==> src/rtl/clk_sel_pkg.sv <==
package clk_sel_pkg;
  localparam int SEL_W = 8;

  localparam int BIT_PLL  = 7;
  localparam int BIT_PSTP = 6;
  localparam int BIT_WD1  = 5;
  localparam int BIT_RSV  = 4;
  localparam int BIT_OSCS = 3;
  localparam int BIT_CEN  = 2;
  localparam int BIT_RTI  = 1;
  localparam int BIT_WD0  = 0;

  localparam logic [SEL_W-1:0] RST_VAL   = SEL_W'(1) << BIT_PLL;
  localparam logic [SEL_W-1:0] WD_MASK   = (SEL_W'(1) << BIT_WD1) | (SEL_W'(1) << BIT_WD0);
  localparam logic [SEL_W-1:0] IMPL_MASK = ~(SEL_W'(1) << BIT_RSV);
  localparam logic [SEL_W-1:0] FREE_MASK = IMPL_MASK & ~WD_MASK;

  typedef struct packed {
    logic             wrEn;
    logic [SEL_W-1:0] wrMask;
    logic             dropWd0;
  } selStrobe_t;
endpackage

==> src/rtl/clk_sel_ctrl.sv <==
module clk_sel_ctrl
  import clk_sel_pkg::*;
#(
  parameter int ADDR_W = 8,
  parameter logic [ADDR_W-1:0] REG_ADDR = ADDR_W'(8'h39)
) (
  input  logic              clk,
  input  logic              rstN,
  input  logic [ADDR_W-1:0] regAddr,
  input  logic              regWr,
  input  logic              wdataWd0,
  input  logic              protOn,
  input  logic              specialMode,
  input  logic              oscGood,
  input  logic              wdCfgWrite,
  input  logic              curWd0,
  output selStrobe_t        strb,
  output logic              lockFlag
);
  logic wdLocked;
  logic rearmQ;
  logic accept;
  logic useRearm;
  logic [SEL_W-1:0] normMask;

  assign accept   = regWr && (regAddr == REG_ADDR) && !protOn;
  assign useRearm = accept && !specialMode && wdLocked && rearmQ && wdataWd0;

  always_comb begin
    normMask = FREE_MASK;
    if (!wdLocked) normMask = normMask | WD_MASK;
    if (rearmQ)    normMask[BIT_WD0] = 1'b1;
  end

  always_comb begin
    strb.wrEn    = accept;
    strb.wrMask  = specialMode ? IMPL_MASK : normMask;
    strb.dropWd0 = !oscGood;
  end

  always_ff @(posedge clk or negedge rstN) begin
    if (!rstN) begin
      wdLocked <= 1'b0;
      rearmQ   <= 1'b0;
    end else begin
      if (wdCfgWrite) wdLocked <= 1'b1;
      if (!oscGood && curWd0) rearmQ <= 1'b1;
      else if (useRearm)      rearmQ <= 1'b0;
    end
  end

  assign lockFlag = wdLocked;

  p_lock_sticky_r6: assert property (@(posedge clk) disable iff (!rstN)
    wdLocked |=> wdLocked);
  p_rearm_after_drop_r8: assert property (@(posedge clk) disable iff (!rstN)
    $rose(rearmQ) |-> $past(!oscGood));
endmodule

==> src/rtl/clk_sel_dp.sv <==
module clk_sel_dp
  import clk_sel_pkg::*;
(
  input  logic             clk,
  input  logic             rstN,
  input  selStrobe_t       strb,
  input  logic [SEL_W-1:0] regWdata,
  output logic [SEL_W-1:0] selQ
);
  logic [SEL_W-1:0] nextVal;

  always_comb begin
    nextVal = selQ;
    if (strb.wrEn)    nextVal = (selQ & ~strb.wrMask) | (regWdata & strb.wrMask);
    if (strb.dropWd0) nextVal[BIT_WD0] = 1'b0;
  end

  always_ff @(posedge clk or negedge rstN) begin
    if (!rstN) selQ <= RST_VAL;
    else       selQ <= nextVal;
  end

  p_drop_wins_r7: assert property (@(posedge clk) disable iff (!rstN)
    strb.dropWd0 |=> !selQ[BIT_WD0]);
  p_wd1_osc_blind_r7: assert property (@(posedge clk) disable iff (!rstN)
    (strb.dropWd0 && !strb.wrEn) |=> $stable(selQ[BIT_WD1]));
endmodule

==> src/rtl/clk_src_ctl.sv <==
module clk_src_ctl
  import clk_sel_pkg::*;
#(
  parameter int ADDR_W = 8,
  parameter logic [ADDR_W-1:0] REG_ADDR = ADDR_W'(8'h39)
) (
  input  logic              clk,
  input  logic              rstN,
  input  logic [ADDR_W-1:0] regAddr,
  input  logic              regWr,
  input  logic [7:0]        regWdata,
  output logic [7:0]        regRdata,
  input  logic              protOn,
  input  logic              specialMode,
  input  logic              oscGood,
  input  logic              wdCfgWrite,
  output logic              selPll,
  output logic              pseudoStop,
  output logic              wdClkSel1,
  output logic              oscRunStop,
  output logic              clkEnable,
  output logic              rtiClkSel,
  output logic              wdClkSel0
);
  selStrobe_t       strb;
  logic [SEL_W-1:0] selQ;
  logic             lockFlag;

  clk_sel_ctrl #(.ADDR_W(ADDR_W), .REG_ADDR(REG_ADDR)) u_ctrl (
    .clk(clk), .rstN(rstN), .regAddr(regAddr), .regWr(regWr),
    .wdataWd0(regWdata[BIT_WD0]), .protOn(protOn), .specialMode(specialMode),
    .oscGood(oscGood), .wdCfgWrite(wdCfgWrite), .curWd0(selQ[BIT_WD0]),
    .strb(strb), .lockFlag(lockFlag)
  );

  clk_sel_dp u_dp (
    .clk(clk), .rstN(rstN), .strb(strb), .regWdata(regWdata), .selQ(selQ)
  );

  assign regRdata   = (regAddr == REG_ADDR) ? selQ : '0;
  assign selPll     = selQ[BIT_PLL];
  assign pseudoStop = selQ[BIT_PSTP];
  assign wdClkSel1  = selQ[BIT_WD1];
  assign oscRunStop = selQ[BIT_OSCS];
  assign clkEnable  = selQ[BIT_CEN];
  assign rtiClkSel  = selQ[BIT_RTI];
  assign wdClkSel0  = selQ[BIT_WD0];

  p_prot_hold_r3: assert property (@(posedge clk) disable iff (!rstN)
    (protOn && oscGood) |=> $stable(selQ));
  p_wd1_locked_r6: assert property (@(posedge clk) disable iff (!rstN)
    (lockFlag && !specialMode) |=> $stable(selQ[BIT_WD1]));
  p_reserved_zero_r9: assert property (@(posedge clk) disable iff (!rstN)
    regWr |=> (selQ[BIT_RSV] == 1'b0));
  p_other_addr_r2: assert property (@(posedge clk) disable iff (!rstN)
    (regWr && regAddr != REG_ADDR && oscGood) |=> $stable(selQ));
endmodule

==> config.mk <==
export PLATFORM = sky130hd
export DESIGN_NAME = clk_src_ctl
export DESIGN_NICKNAME = d
export VERILOG_FILES = /design/src/rtl/clk_sel_pkg.sv /design/src/rtl/clk_sel_ctrl.sv /design/src/rtl/clk_sel_dp.sv /design/src/rtl/clk_src_ctl.sv
export SDC_FILE = /design/constraint.sdc
export NUM_CORES = 1
export LEC_CHECK = 0
export BUFFER_PORTS_ARGS = -buffer_cell sky130_fd_sc_hd__buf_2
export CORE_AREA = 2 2 39 41
export DETAILED_ROUTE_END_ITERATION = 12
export DIE_AREA = 0 0 41 43
export GPL_TIMING_DRIVEN = 0
export HOLD_SLACK_MARGIN = 0.12
export PLACE_DENSITY_LB_ADDON = 0.12
export REMOVE_ABC_BUFFERS = 1
export SLEW_MARGIN = 5
export SYNTH_ARGS = -nofsm -noshare
export SYNTH_HDL_FRONTEND = slang
export SYNTH_SLANG_ARGS = --single-unit
==> constraint.sdc <==
create_clock -name clk -period 1.5 [get_ports clk]
set_input_delay 0.3 -clock clk [delete_from_list [all_inputs] [get_ports clk]]
set_output_delay 0.3 -clock clk [all_outputs]
set_load 0.05 [all_outputs]
# Yosys cells after proc, flatten, opt, wreduce, memory -nomap -nowiden
# Cells that the tools add are included.
[classes] addsub=0 n_mul=0 div=0 n_lt_le_gt_ge=0 n_eq_ne=2 shifts=0 muxes=8 bitwise_logic=4 n_reduce_logical=11
[op_table] operator="$and A8 B8 Y8" n=2
[op_table] operator="$mux W6" n=2
[op_table] operator="$eq A8 B6 Y1 const B" n=1
[op_table] operator="$mux W8" n=1
[op_table] operator="$not A8 Y8" n=1
[op_table] operator="$or A8 B8 Y8" n=1
[op_table] operator="$logic_and A1 B1 Y1" n=7
[op_table] operator="$mux W1" n=5
[op_table] operator="$logic_not A1 Y1" n=3
[op_table] operator="$ne A2 B1 Y1 const B" n=1
[op_table] operator="$reduce_bool A2 Y1" n=1
[word_totals] register_bits=10 latchBits=0 ram_bits=0 romBits=0 input_bits=23 output_inout_bits=15 wordCells=29 mem_count=0

# Logic depth before layout (Yosys ltp)
# Gate-level depths: netlist (run 1).
[depth] ltp_word=9 mapped_depth=4 depth_no_buf=3

# Modules after synthesis
# A second synthesis (run 1) with hierarchy kept.
[unflattened] hier_cells=69 hier_area_um2=703.2
[modules_own_cells] mod="clk_sel_dp" n_inst=1 cells_per_inst=26 area_per_inst_um2=364.1 seq_area_each_um2=201.4
[modules_own_cells] mod="clk_sel_ctrl" n_inst=1 cells_per_inst=24 area_per_inst_um2=192.7 seq_area_each_um2=50.0
[modules_own_cells] mod="clk_src_ctl" n_inst=1 cells_per_inst=19 area_per_inst_um2=146.4 seq_area_each_um2=0.0

# Worst setup path before layout (run 1)
# No wires, ideal clock.
[synth_timing] path_type="reg2out" startpoint="reg u_dp.selQ[0]" endpoint="out regRdata[0]" arrival_time_ns=1.077 required_ns=1.200 path_slack_ns=0.123 stages_incl_launch_ff=2 n_path_buf=0 cell_sequence="dfrtp_1 -> and3_2"
[synth_between] elab_chain_cells=1
[synth_lines] item="start, declared" line="clk_sel_dp.sv:8" rtl="output logic [SEL_W-1:0] selQ"
[synth_lines] item="start signal, assigned" line="clk_sel_dp.sv:20" rtl="else selQ <= nextVal;"
[synth_lines] item="$mux W8" line="clk_src_ctl.sv:40" rtl="assign regRdata = (regAddr == REG_ADDR) ? selQ : '0;"
[synth_lines] item="end, declared" line="clk_src_ctl.sv:12" rtl="output logic [7:0] regRdata,"
# No other way between the ends.

# Worst setup path after layout (run 1)
[layout_timing] startpoint="in regAddr[1]" endpoint="out regRdata[0]"
[layout_between] elab_chain_cells=2
[layout_lines] item="start, declared" line="clk_src_ctl.sv:9" rtl="input logic [ADDR_W-1:0] regAddr,"
[layout_lines] item="$eq A8 B6 Y1" line="clk_src_ctl.sv:40"
[layout_lines] item="$mux W8" line="clk_src_ctl.sv:40"
# No other way between the ends.

==> flow_summary.ini, run 1 <==
[outcome]
status = complete, no violations

[sta]
period_share = 0.960
finalCriticalPeriod_ps = 1440
grt_setup_unrepaired = false
hold_viol = 0
slew_violations = 0
hold_slack_ps = 233
max_clock_freq_ghz = 0.694
finalSetupViolCount = 0
clock_skew_ps = 0.280

[detailed_routing]
viasPerCell = 4.73
vias = 454
drt_iter0_drc = 3
drt_wl_total_mm = 1.02
wl_per_cell_microns = 10.6
drcViolationCount = 0
ant_nets = 0
dr.pass1.iters = 4

[clock_tree]
clkSlewWorstSetupHoldPaths_ps = 70
cts_buffers = 3
clock_latency_ps = 250
cts_tree = built
cts_sinks = 9
htree_levels = 1
cts_buffer_depth = 2
cts_root_buf = clkbuf_4

[die]
fp.dieW_microns = 41
die_h_microns = 43
die_area_sq_um = 1760
io_pins = 38
core_sq_um = 1380
start_util = 0.363
rows = 14

[placed_design]
placed_cells = 89
numPortBuffers = 35
placed_cell_area_sq_um = 671
place_hpwl_microns = 800
gp_congestion = 0.757

[cells_and_area]
final_cell_count_no_fill = 96
mostFrequentLayoutCell = buf_2
num-fill-cells = 121
drive_above_1_share = 0.725
syn_to_final_growth_pct = 49.6
n_antenna_cell = 0
layout_common_cells = buf_2 (28), dfrtp_1 (8), buf_4 (8)
fin_area_sq_um = 751
num-nets-final = 104

[worst_setup_path]
worstSetupPathType = primary input to output pin
end_kind = output pin
rr_worst_depth = 3
cp_num_buf_inv = 2
reg2reg_slack_ps = 460
critical_path.max_fanout = 9
cp.required_ps = 1200
timing.rr.start = u_ctrl.lockFlag
cp_slowest_cell = and4bb_4
cp-start-kind = primary input
path_cells = buf_2 -> and4bb_4 -> and3_2 -> buf_4
cp_top_family = simple AND/OR/NAND/NOR gates
crit_arrival_ps = 1140
max_stage_delay_ps = 370

[power_and_ir_drop]
switching_share = 0.250
total_power_uw = 514
switching_power_uw = 128
power.density_nw_per_um2 = 685
comb_power_share = 0.153
clkPwrFrac = 0.361
power_frac_seq = 0.486
peakVddDrop_mv = 0.580
leakage_nw = 0.429
p_int_uw = 386

[grt]
antenna_found_initial = 0
grt_max_degree = 11
grt-ovfl-total = 0
grt_pass1_wl_mm = 1.49
grt_pass1_vias = 341
grt_usage = 0.123

[synthesis]
avgSynthCellArea_sq_um = 12.2
postSynthCellCount = 41
ys_seq_elements = 9
ys_warn_count = 0
synthesis.area_sq_um = 502
ys_seq_area_frac = 0.451
yosysUniqueCellTypes = 21

[min_path]
hold_path.class = primary input to flip-flop
hold_start = wdCfgWrite
hold_depth = 2
min_to = u_ctrl.lockFlag

[job]
cap_violations = 0
[metrics by stage]
step	util	setup TNS [ps]	setup slack, ps
4_1_cts	0.529	0	20.9
3_3_place_gp	0.485	-1100	-155
2_1_floorplan	-	0	108
3_5_place_dp	0.485	-1160	-166
6_report	0.542	0	59.9
5_1_grt	0.542	0	3.15
[cell usage after synthesis, drive strengths merged]
cell	count	area, sq um
a221o	1	10.0
and2b	1	8.76
and3	7	52.6
and4bb	2	25.0
buf	3	26.3
conb	1	3.75
dfrtp	8	200
dfstp	1	26.3
inv	2	7.51
mux2	6	71.3
mux2i	1	10.0
nand2	2	7.51
nand2b	1	6.26
nand3	1	17.5
nand4	1	6.26
o2111ai	1	8.76
o21a	1	7.51
or2	1	6.26
[how the worst max path moves through the flow]
stage,from,end,depth (start not counted)
finish,regAddr[1],regRdata[0],4
floorplan,regAddr[2],regRdata[0],2
CTS,regAddr[2],regRdata[0],4
global placement,regAddr[2],regRdata[0],4
detailed placement,regAddr[2],regRdata[0],4
global route,regAddr[7],regRdata[2],4
[cell families (layout without fill, tap and decap cells)]
| logic type | count (synthesis) | in the layout | share of synthesized area |
|---|---|---|---|
| simple gates | 16 | 16 | 0.259 |
| flops | 9 | 9 | 0.451 |
| mux | 7 | 7 | 0.162 |
| buf+inv | 5 | 44 | 0.0673 |
| compound gates | 3 | 3 | 0.0524 |
| other cells | 1 | 1 | 0.00747 |
[area by class of cell]
type / instances / area [sq um] / area share
inverter: 2 / 7.51 / 0.0100
multi-input combinational: 27 / 249 / 0.332
sequential: 9 / 226 / 0.302
timing repair buffer: 38 / 221 / 0.295
clock buffer: 4 / 26.3 / 0.0350
tap: 16 / 20.0 / 0.0267
[routing by layer]
layer	GRT usage	vias to the layer above	wire length [microns]
li1	-	225	-
met1	0.178	207	446
met2	0.166	20	459
met3	0.0471	2	104
met4	0.0400	0	7
met5	0	-	0
[power by group through the flow]
stage,clock (mW),sequential (mW),combinational (mW)
global placement,0,0.254,0.0721
global route,0.199,0.251,0.0858
finish,0.186,0.250,0.0784
CTS,0.186,0.250,0.0775
detailed placement,0,0.254,0.0732
floorplan,0,0.269,0.0218
[what timing repair did]
item / CTS / global route
setup endpoints to repair: 7 / 7
endpoints found under the hold margin: 8 / 0
gates cloned: 0 / 0
gates resized for setup: 11 / 1
buffers inserted: 0 / 2
hold buffers: 1 / 0
pin swaps: 0 / 2
Power figures use the tool's default switching activity.
==> run 2: changes to the inputs <==
==> constraint.sdc (replaced) <==
create_clock -name clk -period 1.5 [get_ports clk]
set_input_delay 0.3 -clock clk [delete_from_list [all_inputs] [get_ports clk]]
set_output_delay 0.3 -clock clk [all_outputs]
set_load 0.02 [all_outputs]
==> flow_summary.ini, run 2 (synthesis gave the netlist of run 1 again) <==
[power_and_ir_drop]
peakVddDrop_mv = 0.589
leakage_nw = 0.418
total_power_uw = 499
power.density_nw_per_um2 = 699

[job]
cap_violations = 0

[worst_setup_path]
end_kind = output pin
max_stage_delay_ps = 400
critical_path.max_fanout = 10
path_cells = buf_2 -> and4bb_4 -> and3_2 -> buf_2
reg2reg_slack_ps = 450
path_common_cell = buf_2
crit_arrival_ps = 1140
cp-start-kind = primary input
worstSetupPathType = primary input to output pin
worstSetupEndpoint = regRdata[0]
setup.worst_path.start = regAddr[2]
rr_worst_depth = 3
timing.rr.start = u_ctrl.lockFlag
cp_slowest_cell = and4bb_4
cp.required_ps = 1200

[grt]
grt_pass1_wl_mm = 1.45
grt_usage = 0.120
grt_max_degree = 11
grt_pass1_vias = 325
antenna_found_initial = 0
grt-ovfl-total = 0

[clock_tree]
cts_tree = built
cts_root_buf = clkbuf_4
cts_buffers = 3
clock_latency_ps = 250
cts_sinks = 9
htree_levels = 1
postCtsSetupBuffers = 0
cts_buffer_depth = 2
clkSlewWorstSetupHoldPaths_ps = 70

[die]
io_pins = 38
core_sq_um = 1380
die_area_sq_um = 1760
die_h_microns = 43
fp.dieW_microns = 41
rows = 14
start_util = 0.363

[detailed_routing]
vias = 439
viasPerCell = 4.67
ant_nets = 0
dr.pass1.iters = 4
drt_wl_total_microns = 995
drt_iter0_drc = 2
drcViolationCount = 0
wl_per_cell_microns = 10.6

[outcome]
status = complete, no violations

[sta]
hold_viol = 0
finalSetupViolCount = 0
max_clock_freq_ghz = 0.696
period_share = 0.957
slew_violations = 0
clock_skew_ps = 0.279
finalCriticalPeriod_ps = 1440
hold_slack_ps = 233

[min_path]
hold_start = wdCfgWrite
hold_path.class = primary input to flip-flop

[cells_and_area]
mostFrequentLayoutCell = buf_2
num-fill-cells = 125
drive_above_1_share = 0.718
layout_common_cells = buf_2 (35), dfrtp_1 (8), and3_2 (7)
num-nets-final = 102
postLayoutCoreUtil = 0.516
final_cell_count_no_fill = 94
syn_to_final_growth_pct = 42.4
fin_area_sq_um = 714
n_antenna_cell = 0
multi_input_area_sq_um = 249
seq_area_sq_um = 226

[placed_design]
gp_congestion = 0.757
placed_cell_area_sq_um = 671
place_hpwl_microns = 800
placed_cells = 89
numPortBuffers = 35
-- run 2: cell type report --
class,count,share of cell area
Clock buffer,4,0.0368
Inverter,2,0.0105
Multi-Input combinational cell,27,0.349
Sequential cell,9,0.317
Tap cell,16,0.0280
Timing Repair Buffer,36,0.259
-- run 2: where the power goes --
part	total, mW	switching, mW	internal [mW]
combinational	0.0638	0.0296	0.0342
sequential	0.250	0.00257	0.247
clock	0.186	0.0834	0.102
-- run 2: worst min-delay path by stage --
stage,to,cells after the start
floorplan,asynchronous set/reset pin,0
global placement,asynchronous set/reset pin,1
detailed placement,asynchronous set/reset pin,1
CTS,u_ctrl.lockFlag,2
global route,u_ctrl.lockFlag,2
finish,u_ctrl.lockFlag,2
-- run 2: per-layer routing --
layer  vias to the layer above  global-route usage  share of wire
li1                        221                   -              -
met1                       198               0.174           0.46
met2                        18               0.159           0.43
met3                         2              0.0471          0.098
met4                         0              0.0400         0.0070
met5                         -                   0              0
-- run 2: worst max-delay path: cells and delay by family --
family / cells / cell delay, ps
buf+inv: 2 / 250
simple gates: 2 / 590
-- run 2: through the flow --
step / setup TNS [ps] / worst slack [ps]
after floorplan: 0 / 207
after global placement: -408 / -56.1
after detailed placement: -468 / -66.6
after CTS: 0 / 26.1
after global routing: -2.92 / -2.92
final: 0 / 63.9
-- run 2: what timing repair did --
| item | CTS | global route |
|---|---|---|
| resized for setup | 2 | 2 |
| hold endpoints to repair | 8 | 0 |
| setup endpoints to repair | 7 | 7 |
| hold buffers | 1 | 0 |
| pin swaps | 0 | 1 |
| gates cloned | 0 | 0 |
